`config.mk`:
```
export PLATFORM = sky130hd
export DESIGN_NAME = cfg_xlate_bridge
export DESIGN_NICKNAME = d
export VERILOG_FILES = /design/src/rtl/cfgb_pkg.sv /design/src/rtl/cfgb_xlate.sv /design/src/rtl/cfgb_irq_route.sv /design/src/rtl/cfgb_seq.sv /design/src/rtl/cfg_xlate_bridge.sv
export SDC_FILE = /design/constraint.sdc
export NUM_CORES = 1
export LEC_CHECK = 0
export ABC_AREA = 0
export BUFFER_PORTS_ARGS = -buffer_cell sky130_fd_sc_hd__buf_2
export CORE_MARGIN = 4
export CORE_UTILIZATION = 50
export CTS_CLUSTER_SIZE = 25
export DETAILED_ROUTE_END_ITERATION = 6
export PLACE_DENSITY = 0.79
export SKIP_CTS_REPAIR_TIMING = 1
export SYNTH_ARGS = -nofsm -noshare
export SYNTH_HDL_FRONTEND = slang
export SYNTH_HIERARCHICAL = 1
export SYNTH_SLANG_ARGS = --single-unit
```
`constraint.sdc`:
```
create_clock -name clk -period 4.1 [get_ports clk]
set_input_delay 0.615 -clock clk [delete_from_list [all_inputs] [get_ports clk]]
set_output_delay 0.615 -clock clk [all_outputs]
set_load 0.02 [all_outputs]
```
`src/rtl/cfgb_pkg.sv`:
```
package cfgb_pkg;
  localparam int CFG_W = 32;
  localparam int SLOT_LO = 11;
  localparam int DEV_W = 5;
  localparam int IRQ_LINES = 4;
  localparam int IRQ_CTRL_BASE = 27;
  localparam logic [CFG_W-1:0] CFG_NO_DEV = '1;

  typedef enum logic [1:0] {
    ST_IDLE  = 2'd0,
    ST_ISSUE = 2'd1,
    ST_WAIT  = 2'd2,
    ST_RESP  = 2'd3
  } cfgb_state_e;
endpackage

```
`src/rtl/cfgb_xlate.sv`:
```
module cfgb_xlate
  import cfgb_pkg::*;
#(
  parameter int WIN_W = 12
) (
  input  logic [CFG_W-1:0] idx,
  input  logic [WIN_W-1:0] off,
  output logic             hit,
  output logic [CFG_W-1:0] addr
);
  logic             found;
  logic [DEV_W-1:0] slot;
  logic             unused_off;

  assign unused_off = ^off[WIN_W-1:3];

  // Scan from the top so the last match is the lowest set bit.
  always_comb begin
    found = 1'b0;
    slot  = '0;
    for (int b = CFG_W - 1; b >= SLOT_LO; b--) begin
      if (idx[b]) begin
        found = 1'b1;
        slot  = DEV_W'(b);
      end
    end
  end

  always_comb begin
    if (idx[CFG_W-1]) begin
      hit  = 1'b1;
      addr = idx | {{(CFG_W-2){1'b0}}, off[1:0]};
    end else if (idx[0]) begin
      hit  = 1'b1;
      addr = {idx[CFG_W-1:3], off[2:0]};
    end else if (found) begin
      hit  = 1'b1;
      addr = {1'b1, {(CFG_W-1-DEV_W-SLOT_LO){1'b0}}, slot, idx[10:8], idx[7:3], off[2:0]};
    end else begin
      hit  = 1'b0;
      addr = '0;
    end
  end
endmodule

```
`src/rtl/cfgb_irq_route.sv`:
```
module cfgb_irq_route
  import cfgb_pkg::*;
#(
  parameter int NDEV     = 4,
  parameter int DEV_BASE = 11
) (
  input  logic [4*NDEV-1:0]    dev_irq,
  output logic [IRQ_LINES-1:0] irq_line
);
  localparam int NPIN = 4 * NDEV;

  function automatic logic [NPIN-1:0] line_mask(input int line);
    logic [NPIN-1:0] m;
    m = '0;
    for (int k = 0; k < NDEV; k++) begin
      for (int p = 0; p < 4; p++) begin
        if (((p + DEV_BASE + k) % IRQ_LINES) == line) m[4*k+p] = 1'b1;
      end
    end
    return m;
  endfunction

  for (genvar n = 0; n < IRQ_LINES; n++) begin : g_line
    localparam logic [NPIN-1:0] MASK = line_mask(n);
    assign irq_line[n] = |(dev_irq & MASK);
  end
endmodule

```
`src/rtl/cfgb_seq.sv`:
```
module cfgb_seq
  import cfgb_pkg::*;
(
  input  logic             clk,
  input  logic             rst_n,
  input  logic             host_valid,
  output logic             host_ready,
  input  logic             host_write,
  input  logic             host_win,
  input  logic [CFG_W-1:0] host_wdata,
  input  logic             xl_hit,
  input  logic [CFG_W-1:0] xl_addr,
  output logic [CFG_W-1:0] idx_q,
  output logic             rsp_valid,
  input  logic             rsp_ready,
  output logic [CFG_W-1:0] rsp_data,
  output logic             dn_valid,
  input  logic             dn_ready,
  output logic             dn_write,
  output logic [CFG_W-1:0] dn_addr,
  output logic [CFG_W-1:0] dn_wdata,
  input  logic             dn_rsp_valid,
  input  logic [CFG_W-1:0] dn_rsp_data
);
  cfgb_state_e st;

  always_ff @(posedge clk) begin
    if (!rst_n) begin
      st       <= ST_IDLE;
      idx_q    <= '0;
      rsp_data <= '0;
      dn_addr  <= '0;
      dn_write <= 1'b0;
      dn_wdata <= '0;
    end else begin
      case (st)
        ST_IDLE: begin
          if (host_valid) begin
            if (!host_win) begin
              if (host_write) idx_q <= host_wdata;
              rsp_data <= host_write ? '0 : idx_q;
              st       <= ST_RESP;
            end else if (!xl_hit) begin
              rsp_data <= host_write ? '0 : CFG_NO_DEV;
              st       <= ST_RESP;
            end else begin
              dn_addr  <= xl_addr;
              dn_write <= host_write;
              dn_wdata <= host_wdata;
              st       <= ST_ISSUE;
            end
          end
        end
        ST_ISSUE: begin
          if (dn_ready) begin
            if (dn_write) begin
              rsp_data <= '0;
              st       <= ST_RESP;
            end else begin
              st <= ST_WAIT;
            end
          end
        end
        ST_WAIT: begin
          if (dn_rsp_valid) begin
            rsp_data <= dn_rsp_data;
            st       <= ST_RESP;
          end
        end
        ST_RESP: begin
          if (rsp_ready) st <= ST_IDLE;
        end
        default: st <= ST_IDLE;
      endcase
    end
  end

  assign host_ready = (st == ST_IDLE);
  assign dn_valid   = (st == ST_ISSUE);
  assign rsp_valid  = (st == ST_RESP);
endmodule

```
`src/rtl/cfg_xlate_bridge.sv`:
```
module cfg_xlate_bridge
  import cfgb_pkg::*;
#(
  parameter int WIN_W    = 12,
  parameter int NDEV     = 4,
  parameter int DEV_BASE = 11
) (
  input  logic                 clk,
  input  logic                 rst_n,
  input  logic                 host_valid,
  output logic                 host_ready,
  input  logic                 host_write,
  input  logic [WIN_W:0]       host_addr,
  input  logic [CFG_W-1:0]     host_wdata,
  output logic                 rsp_valid,
  input  logic                 rsp_ready,
  output logic [CFG_W-1:0]     rsp_data,
  output logic                 dn_valid,
  input  logic                 dn_ready,
  output logic                 dn_write,
  output logic [CFG_W-1:0]     dn_addr,
  output logic [CFG_W-1:0]     dn_wdata,
  input  logic                 dn_rsp_valid,
  input  logic [CFG_W-1:0]     dn_rsp_data,
  input  logic [4*NDEV-1:0]    dev_irq,
  output logic [IRQ_LINES-1:0] irq_line
);
  logic [CFG_W-1:0] idx_q;
  logic             xl_hit;
  logic [CFG_W-1:0] xl_addr;

  cfgb_xlate #(.WIN_W(WIN_W)) u_xlate (
    .idx  (idx_q),
    .off  (host_addr[WIN_W-1:0]),
    .hit  (xl_hit),
    .addr (xl_addr)
  );

  cfgb_seq u_seq (
    .clk          (clk),
    .rst_n        (rst_n),
    .host_valid   (host_valid),
    .host_ready   (host_ready),
    .host_write   (host_write),
    .host_win     (host_addr[WIN_W]),
    .host_wdata   (host_wdata),
    .xl_hit       (xl_hit),
    .xl_addr      (xl_addr),
    .idx_q        (idx_q),
    .rsp_valid    (rsp_valid),
    .rsp_ready    (rsp_ready),
    .rsp_data     (rsp_data),
    .dn_valid     (dn_valid),
    .dn_ready     (dn_ready),
    .dn_write     (dn_write),
    .dn_addr      (dn_addr),
    .dn_wdata     (dn_wdata),
    .dn_rsp_valid (dn_rsp_valid),
    .dn_rsp_data  (dn_rsp_data)
  );

  cfgb_irq_route #(.NDEV(NDEV), .DEV_BASE(DEV_BASE)) u_irq (
    .dev_irq  (dev_irq),
    .irq_line (irq_line)
  );
endmodule

```
==> results.cfg, run 1 <==
[sta]
rsz0062_at_grt = no
fin_crit_sh = 0.6646
max-slew-margin-rel = 0.2238
report.final.setup_viol = 0
finalHoldViolations = 0
worst_slew_pin_slew_ns = 1.164
layout_setup_ws_ns = 1.375
period_minus_slack_ns = 2.725
clock_skew_ns = 0.007117
drv_slew = 0
timing.setup.tns_ns = 0
max_freq_ghz = 0.3670

[detailed_routing]
wl_per_cell_um = 16.16
vias_per_cell = 5.507
vias = 5931
drc_errors = 0
drt_iter0_drc = 642
wirelength_mm = 17.40
antenna_left = 0
drt-pass1-iter-count = 6

[yosys]
netlist_top_cells_count = nand2_1, dfxtp_1, a21boi_0, nor2_1, clkbuf_1
yosysSeqAreaShare = 0.4349
synth_area_um2 = 6031
syn_area_per_cell_um2 = 7.914
ys_ff_latch = 131
yosysMostFrequentCell = nand2_1
synth_cells = 762
synth_area_leaders = dfxtp_1, nand2_1, a21boi_0, o2bb2ai_1, nand4_1
synth_area_leader_cell = dfxtp_1
syn-num-nets = 867
yosys.cell_types.count = 47
synthFlopType = dfxtp_1
ys_async_sr_fraction = 0
yosysTopAreaCellShare = 0.4349
yosys_warnings = 6
synth_edf_count = 0

[setup_path]
critPathTopFamily = simple AND/OR/NAND/NOR gates
reg2reg_depth = 7
cp.arrival_ns = 2.98
end_kind = flop
start_kind = flop
slowest_stage = and2_2
critPathBufInv = 1
critical_path_depth = 7
crit_fanout = 32
cp.required_ns = 4.36
crit_chain = nor3_1, nand4_2, nor3_4, inv_2, a311oi_4, and2_2, o21ai_0
path_class = flop to flop
slowest_delay_ns = 0.55

[placement]
dp.cells = 1045
place_ws_ns = 1.468
dp_hpwl_mm = 11.99
gp_congestion = 0.8405
io_buffers = 194

[power]
p_leak_uw = 0.003128
powerDensity_nw_per_um2 = 563.1
peakVddDrop_v = 0.0003601

[clocking]
cts_tree = built
cts-root-buf = clkbuf_16
cts.sinks = 131
htreeDepth = 4
clk_latency_ns = 0.41
clk_pin_slew_worst_paths_ns = 0.06
numCtsBuffers = 17
cts_max_path_buffers = 2

[layout]
drive_gt1_frac = 0.2655
final-instance-count-excl-fill = 1077
nets = 1026
antenna_cells = 0
nFillCells = 1047
areaGrowthSynthToFinish_pct = 25.54

[min_path]
min_path_type = flop to flop
whs_path_depth = 2

[floorplanning]
fp.dieH_um = 117.8
initial_core_util = 0.5193
dieArea_um2 = 13880
core_um2 = 11610
rows = 39
die_w_um = 117.8
io_pins = 204

[global_route]
grt_first_pass_wirelength_mm = 27.57
track_usage = 0.2439
antenna_found_initial = 2
grt_start_max_net_pins = 106
grt_overflow = 0
grt_pass1_vias = 5351

[run_status]
run_status = finished, final reports clean

[job]
max-cap-violations = 0
## flip-flops by register name, summed over array words and instances, names as in the netlist
| signal | flops |
|---|---|
| u_seq/dn_addr | 32 |
| u_seq/dn_wdata | 32 |
| u_seq/idx_q | 32 |
| u_seq/rsp_data | 32 |
| u_seq/st | 2 |
| u_seq/dn_write | 1 |
## placed cells by master, fill, tap and decap left out, drive strengths merged, types with 5 or more instances in the layout
| cell type | instances |
|---|---|
| ha | 5 |
| and2 | 22 |
| nand2 | 231 |
| nor3 | 5 |
| a21boi | 97 |
| o2bb2ai | 32 |
| a21oi | 7 |
| nand4 | 34 |
| dfxtp | 131 |
| o21ai | 37 |
| or4 | 7 |
| clkbuf | 22 |
| nor2 | 49 |
| buf | 203 |
| clkinv | 5 |
| inv | 9 |
## routing by layer
metal | vias to the layer above | wire (um) | global-route usage
li1 | 2921 | - | -
met1 | 2738 | 7621 | 0.3242
met2 | 253 | 8084 | 0.3726
met3 | 15 | 1539 | 0.07833
met4 | 4 | 131 | 0.08718
met5 | - | 21 | 0
## layout make-up
cell class / count / area (um^2) / area share
Clock inverter: 10 / 107.6 / 0.01421
Inverter: 9 / 33.78 / 0.004462
Sequential cell: 131 / 2623 / 0.3464
Timing Repair Buffer: 203 / 1041 / 0.1375
Tap cell: 143 / 178.9 / 0.02363
Multi-Input combinational cell: 559 / 3123 / 0.4125
Clock buffer: 22 / 464.2 / 0.06131
## path summary, 6_finish.rpt
check,end,start,slack [ns]
min,u_seq/rsp_data[22]$_SDFFE_PN0P_,u_seq/rsp_data[22]$_SDFFE_PN0P_,0.45
max reg2reg,u_seq/rsp_data[8]$_SDFFE_PN0P_,u_seq/idx_q[30]$_SDFFE_PN0P_,1.38
max,u_seq/rsp_data[8]$_SDFFE_PN0P_,u_seq/idx_q[30]$_SDFFE_PN0P_,1.38
min reg2reg,u_seq/rsp_data[22]$_SDFFE_PN0P_,u_seq/rsp_data[22]$_SDFFE_PN0P_,0.45
## logic make-up after synthesis
group | share of synthesized area
DFF | 0.4349
AOI/OAI and AO/OA | 0.2272
and+or+nand+nor | 0.2739
muxes | 0.003320
adders and majority gates | 0.01037
buffers and inverters | 0.05041
## power breakdown
group / total, uW / switching, uW / internal (uW)
clock: 1450 / 532 / 920
sequential: 1530 / 109 / 1420
combinational: 1280 / 863 / 415
## tightest hold or removal path, delay by kind of cell (launching register included)
family | cells | cell delay, ns
AOI/OAI and AO/OA | 1 | 0.05
DFF | 1 | 0.30
and+or+nand+nor | 1 | 0.05
## through the flow
stage	area, um^2	util	hold WS, ns	total power, uW
floorplan	6031	-	0.4523	2457
global placement	6999	0.6027	0.4378	2795
detailed placement	6999	0.6027	0.4463	2819
CTS	7571	0.6519	0.4488	4277
global route	7571	0.6519	0.4506	4472
finish	7571	0.6519	0.4515	4263
(Power assumes the default switching activity.)
==> run 2, diff against run 1 <==
--- a/config.mk
+++ b/config.mk
@@ -8,10 +8,10 @@
 export ABC_AREA = 0
 export BUFFER_PORTS_ARGS = -buffer_cell sky130_fd_sc_hd__buf_2
 export CORE_MARGIN = 4
-export CORE_UTILIZATION = 50
+export CORE_UTILIZATION = 46
 export CTS_CLUSTER_SIZE = 25
 export DETAILED_ROUTE_END_ITERATION = 6
-export PLACE_DENSITY = 0.79
+export PLACE_DENSITY = 0.77
 export SKIP_CTS_REPAIR_TIMING = 1
 export SYNTH_ARGS = -nofsm -noshare
 export SYNTH_HDL_FRONTEND = slang
==> constraint.sdc (replaced) <==
create_clock -name clk -period 2.4 [get_ports clk]
set_input_delay 0.36 -clock clk [delete_from_list [all_inputs] [get_ports clk]]
set_output_delay 0.36 -clock clk [all_outputs]
set_load 0.02 [all_outputs]
==> run 2 against run 1 <==
Power up 73%. Sequential power up 69%. First-iteration DRC count is 30% lower. Hold slack got worse by 0.24 ns. Fmax is 22% higher. Cell count grew 5.4%. Clock power rose by 71%. Largest cell class unchanged.
==> results.cfg, run 2 (synthesized netlist as in run 1, its figures left out) <==
[run_status]
run_status = finished, final reports clean

[layout]
mostFrequentLayoutCell = nand2_1
seqCellArea_um2 = 2623
multi_input_area_um2 = 3124
final_cell_mix = nand2_1, buf_2, dfxtp_1
fin_area_um2 = 7863
drive_gt1_frac = 0.2872
nets = 1055
areaGrowthSynthToFinish_pct = 30.37
nFillCells = 1192

[global_route]
track_usage = 0.2287
grt_overflow = 0
grt_start_max_net_pins = 80
grt_pass1_vias = 5340
antenna_found_initial = 1
grt_first_pass_wirelength_mm = 27.13

[sta]
report.final.setup_viol = 0
rsz0062_at_grt = no
worst_slew_pin_slew_ns = 0.5874
layout_setup_ws_ns = 0.1694
period_minus_slack_ns = 2.231
drv_slew = 0
finalHoldViolations = 0
clock_skew_ns = 0.008453
max-slew-margin-rel = 0.6084
fin_crit_sh = 0.9294
max_freq_ghz = 0.4483
timing.setup.tns_ns = 0

[setup_path]
cp.required_ns = 2.68
regToRegEndpoint = u_seq/dn_wdata[31]$_SDFFE_PN0P_
crit_fanout = 38
cp.arrival_ns = 2.51
reg2reg_depth = 9
r2r_start = u_seq/idx_q[27]$_SDFFE_PN0P_
end_kind = flop
path_class = flop to flop
reg2reg_slack_ns = 0.17
start_kind = flop

[min_path]
min-delay-start = host_wdata[3]
min_to = u_seq/idx_q[3]$_SDFFE_PN0P_
whs_path_depth = 3
min_path_type = primary input to flop

[placement]
place_ws_ns = 0.1593
gp_congestion = 0.8609
dp_hpwl_mm = 12.46
io_buffers = 194
placed_area_um2 = 7278

[detailed_routing]
drt_iter0_drc = 449
wirelength_mm = 17.31
wl_per_cell_um = 15.25
vias_per_cell = 5.232
drt-pass1-iter-count = 5
antenna_left = 0
vias = 5938
drc_errors = 0

[floorplanning]
rows = 41
initial_core_util = 0.4740
io_pins = 204
die_w_um = 122.5
core_um2 = 12720
dieArea_um2 = 15010
fp.dieH_um = 122.5

[power]
powerDensity_nw_per_um2 = 937.3
peakVddDrop_v = 0.0004414
p_leak_uw = 0.003308

[clocking]
cts_max_path_buffers = 2
cts_tree = built
cts-root-buf = clkbuf_16
htreeDepth = 4
cts.sinks = 131
numCtsBuffers = 17
clk_pin_slew_worst_paths_ns = 0.05
clk_latency_ns = 0.41

[job]
max-cap-violations = 0
## run 2: stage by stage
step / total power [uW] / std cells / hold WS (ns) / util
detailed placement: 4911 / 1103 / 0.4396 / 0.5721
floorplan: 4198 / 762 / 0.4523 / -
CTS: 7401 / 1133 / 0.1914 / 0.6172
finish: 7370 / 1135 / 0.2105 / 0.6180
global placement: 4882 / 1103 / 0.4348 / 0.5721
global route: 7759 / 1134 / 0.2034 / 0.6178
## run 2: layout make-up
type | count | area share
Antenna cell | 2 | 0.0006365
Clock buffer | 26 | 0.06731
Clock inverter | 4 | 0.005729
Inverter | 9 | 0.004297
Multi-Input combinational cell | 559 | 0.3974
Sequential cell | 131 | 0.3335
Tap cell | 172 | 0.02737
Timing Repair Buffer | 232 | 0.1637
## run 2: per-layer routing
metal	vias up	global-route usage	part of all wire
met5	-	0	0
met3	17	0.05438	0.078
met1	2723	0.3152	0.45
met4	0	0.08258	0.016
met2	226	0.3501	0.45
li1	2972	-	-
## run 2: worst max path at each step
| stage | start | end | slack, ns | cells after the start |
|---|---|---|---|---|
| CTS | u_seq/idx_q[19]$_SDFFE_PN0P_ | u_seq/rsp_data[24]$_SDFFE_PN0P_ | 0.16 | 8 |
| detailed placement | u_seq/idx_q[19]$_SDFFE_PN0P_ | u_seq/rsp_data[24]$_SDFFE_PN0P_ | 0.16 | 8 |
| global route | u_seq/idx_q[27]$_SDFFE_PN0P_ | u_seq/rsp_data[24]$_SDFFE_PN0P_ | 0.03 | 8 |
| global placement | u_seq/idx_q[27]$_SDFFE_PN0P_ | u_seq/rsp_data[19]$_SDFFE_PN0P_ | 0.19 | 8 |
| floorplan | u_seq/idx_q[19]$_SDFFE_PN0P_ | u_seq/rsp_data[19]$_SDFFE_PN0P_ | 0.26 | 8 |
| finish | u_seq/idx_q[27]$_SDFFE_PN0P_ | u_seq/dn_wdata[31]$_SDFFE_PN0P_ | 0.17 | 9 |
## run 2: power by group
part / internal (uW) / switching, uW / leakage (uW)
clock network: 1600 / 876 / 0.000288
registers: 2430 / 150 / 0.00106
logic: 817 / 1490 / 0.00196
total: 4850 / 2520 / 0.00331
## run 2: worst max-delay path, stage by stage (launching register included)
cell	delay, ns
dfxtp_1	0.31
nor4_2	0.36
nand4_2	0.21
nor3_4	0.23
inv_2	0.08
buf_4	0.17
and4_2	0.24
buf_4	0.25
nand2_1	0.11
a21boi_0	0.10
==> run 3, diff against run 2 <==
--- a/config.mk
+++ b/config.mk
@@ -5,12 +5,13 @@
 export SDC_FILE = /design/constraint.sdc
 export NUM_CORES = 1
 export LEC_CHECK = 0
-export ABC_AREA = 0
+export ABC_AREA = 1
 export BUFFER_PORTS_ARGS = -buffer_cell sky130_fd_sc_hd__buf_2
 export CORE_MARGIN = 4
 export CORE_UTILIZATION = 46
 export CTS_CLUSTER_SIZE = 25
 export DETAILED_ROUTE_END_ITERATION = 6
+export GPL_ROUTABILITY_DRIVEN = 0
 export PLACE_DENSITY = 0.77
 export SKIP_CTS_REPAIR_TIMING = 1
 export SYNTH_ARGS = -nofsm -noshare
==> run 3 against run 2 <==
The flow now finishes with violations (design-rule violations). Utilization rose by 0.55 points. Clock power rose by 2%. First-iteration DRC count fell by 0.67%. Synthesized cell count rose by 25%.
==> results.cfg, run 3 <==
[run_status]
violations = design-rule violations
run_status = finished, violations left

[sta]
clock_skew_ns = 0.01647
hold_slack_ns = 0.1760
fin_crit_sh = 0.9616
finalHoldViolations = 0
max_freq_ghz = 0.4333
worst_slew_pin_slew_ns = 0.5859
period_minus_slack_ns = 2.308
max-slew-margin-rel = 0.6088
drv_slew = 0
report.final.setup_viol = 0

[min_path]
min_path_type = primary input to flop
min_to = u_seq/idx_q[6]$_SDFFE_PN0P_
min-delay-start = host_wdata[6]
whs_path_depth = 3

[floorplanning]
die_w_um = 123.3
rows = 41
dieArea_um2 = 15210
fp.dieH_um = 123.3
io_pins = 204
initial_core_util = 0.4770
core_um2 = 12820

[clocking]
clk_pin_slew_worst_paths_ns = 0.06
clk_latency_ns = 0.42
numCtsBuffers = 17
cts-root-buf = clkbuf_16
cts_max_path_buffers = 2
htreeDepth = 4
cts.sinks = 131
cts_tree = built

[layout]
areaGrowthSynthToFinish_pct = 30.72
final_util = 0.6235
antenna_cells = 0
final_cell_mix = nor2_1, buf_2, dfxtp_1
mostFrequentLayoutCell = nor2_1
fin_area_um2 = 7996
nets = 1245
drive_gt1_frac = 0.2613

[placement]
io_buffers = 194
dp_hpwl_mm = 12.38
placed_area_um2 = 7232

[global_route]
grt_use_met2 = 0.3860
use_met1 = 0.2966
grt_pass1_vias = 5951
globalRouteMet3Util = 0.06221
grt_overflow = 0
antenna_found_initial = 0
grt_first_pass_wirelength_mm = 28.32
grt_start_max_net_pins = 65
track_usage = 0.2363
grt_busiest_layer = met2

[yosys]
synth-compound-area-share = 0.09266
synth-simple-area-share = 0.3696
synth_area_leaders = dfxtp_1, nor2_1, o21ai_0, nand2_1, inv_1
yosysTopAreaCellShare = 0.4287
netlist_top_cells_count = nor2_1, dfxtp_1, o21ai_0, nand2_1, inv_1
yosys_warnings = 6
yosys.cell_types.count = 26
synthFlopType = dfxtp_1
synth_cells = 951
syn-num-nets = 1056
yosysMostFrequentCell = nor2_1
yosys.area_share.adder = 0.01023
synth_area_leader_cell = dfxtp_1
yosysSeqAreaShare = 0.4287
ys_async_sr_fraction = 0
ys_ff_latch = 131
synth_edf_count = 0
synth_top_family_by_area = simple AND/OR/NAND/NOR gates
synth_area_um2 = 6117
synth_xor_area_frac = 0
muxShareOfSynthArea = 0
syn_area_per_cell_um2 = 6.432

[job]
max-cap-violations = 0

[setup_path]
reg2reg_slack_ns = 0.09
path_class = flop to flop
slowest_delay_ns = 0.33
critPathBufInv = 6
r2r_start = u_seq/idx_q[26]$_SDFFE_PN0P_
start_kind = flop
end_kind = flop
reg2reg_depth = 18
slowest_stage = dfxtp_1
critPathTopFamily = simple AND/OR/NAND/NOR gates
cp.arrival_ns = 2.61
regToRegEndpoint = u_seq/rsp_data[23]$_SDFFE_PN0P_
crit_fanout = 11
crit_chain = inv_2, nand4_4, nor2_4, nand2_2, nor3_4, inv_2, nor2_4, inv_2, nor2_4, inv_2, nand2_2, nor2_1, nor2_4, buf_6, clkbuf_16, nand3_1, nand2_1, nor2_1
cp.required_ns = 2.71

[detailed_routing]
antenna_left = 0
vias_per_cell = 4.930
vias = 6527
drt_iter0_drc = 446
wl_per_cell_um = 13.80
drt-pass1-iter-count = 7
drc_errors = 4
wirelength_mm = 18.27

[power]
comb_power_share = 0.466
p_leak_uw = 0.004293
peakVddDrop_v = 0.0008356
powerDensity_nw_per_um2 = 1318
p_clk_frac = 0.239
p_sw_frac = 0.4153
seqPwrFrac = 0.295
intPower_uw = 6161
p_switching_uw = 4376
[run 3: cell count changes after synthesis, sizes merged, moves of 31 or more]
| cell | change |
|---|---|
| o2bb2ai | -32 |
| a21boi | -97 |
| o21ai | +69 |
| nand3 | +40 |
| inv | +71 |
| nand4 | -31 |
| nor2 | +387 |
| nand2 | -152 |
[run 3: power groups by stage]
| stage | registers, uW | logic (uW) | clock network (uW) |
|---|---|---|---|
| floorplan | 3720 | 2570 | 0 |
| global placement | 3130 | 4400 | 0 |
| detailed placement | 3140 | 4460 | 0 |
| CTS | 3100 | 4510 | 2550 |
| global route | 3180 | 5470 | 2670 |
| finish | 3110 | 4910 | 2520 |
[run 3: per-layer routing]
| layer | wire, um | vias up |
|---|---|---|
| li1 | - | 3294 |
| met1 | 7742 | 2963 |
| met2 | 8678 | 236 |
| met3 | 1418 | 34 |
| met4 | 427 | 0 |
| met5 | 0 | - |
[run 3: cells by family after synthesis]
logic type	Yosys count
AO/OA/AOI/OAI	113
flip-flops	131
adder cells (fa/ha/maj)	5
AND/OR/NAND/NOR	565
buffers and inverters	137
[run 3: stage by stage]
step                power (uW)  std cells  TNS [ns]  setup WS [ns]
floorplan                 6294        951         0         0.3070
global placement          7525       1283         0         0.1801
detailed placement        7601       1283         0         0.1466
CTS                      10170       1314         0         0.1173
global route             11320       1324    -1.013       -0.05032
finish                   10540       1324         0        0.09225
[run 3: cell type report]
type | count | area [um^2]
Sequential cell | 131 | 2630
Tap cell | 172 | 215.2
Clock inverter | 9 | 106.4
Clock buffer | 22 | 464.2
Inverter | 80 | 300.3
Timing Repair Buffer | 227 | 1325
Multi-Input combinational cell | 683 | 2955
Fill cell | 1254 | 4828
[run 3: tightest hold or removal path, cell delays in order]
cell and delay, ns:
buf_2 0.09, nor2_1 0.04, nor2_1 0.08
[run 3: worst max-delay path by stage]
stage,from,end,cells after the start
floorplan,u_seq/idx_q[24]$_SDFFE_PN0P_,u_seq/rsp_data[0]$_SDFFE_PN0P_,18
global placement,u_seq/idx_q[24]$_SDFFE_PN0P_,u_seq/rsp_data[7]$_SDFFE_PN0P_,17
detailed placement,u_seq/idx_q[25]$_SDFFE_PN0P_,u_seq/rsp_data[15]$_SDFFE_PN0P_,17
CTS,u_seq/idx_q[17]$_SDFFE_PN0P_,u_seq/rsp_data[26]$_SDFFE_PN0P_,17
global route,u_seq/idx_q[26]$_SDFFE_PN0P_,u_seq/rsp_data[22]$_SDFFE_PN0P_,18
finish,u_seq/idx_q[26]$_SDFFE_PN0P_,u_seq/rsp_data[23]$_SDFFE_PN0P_,18
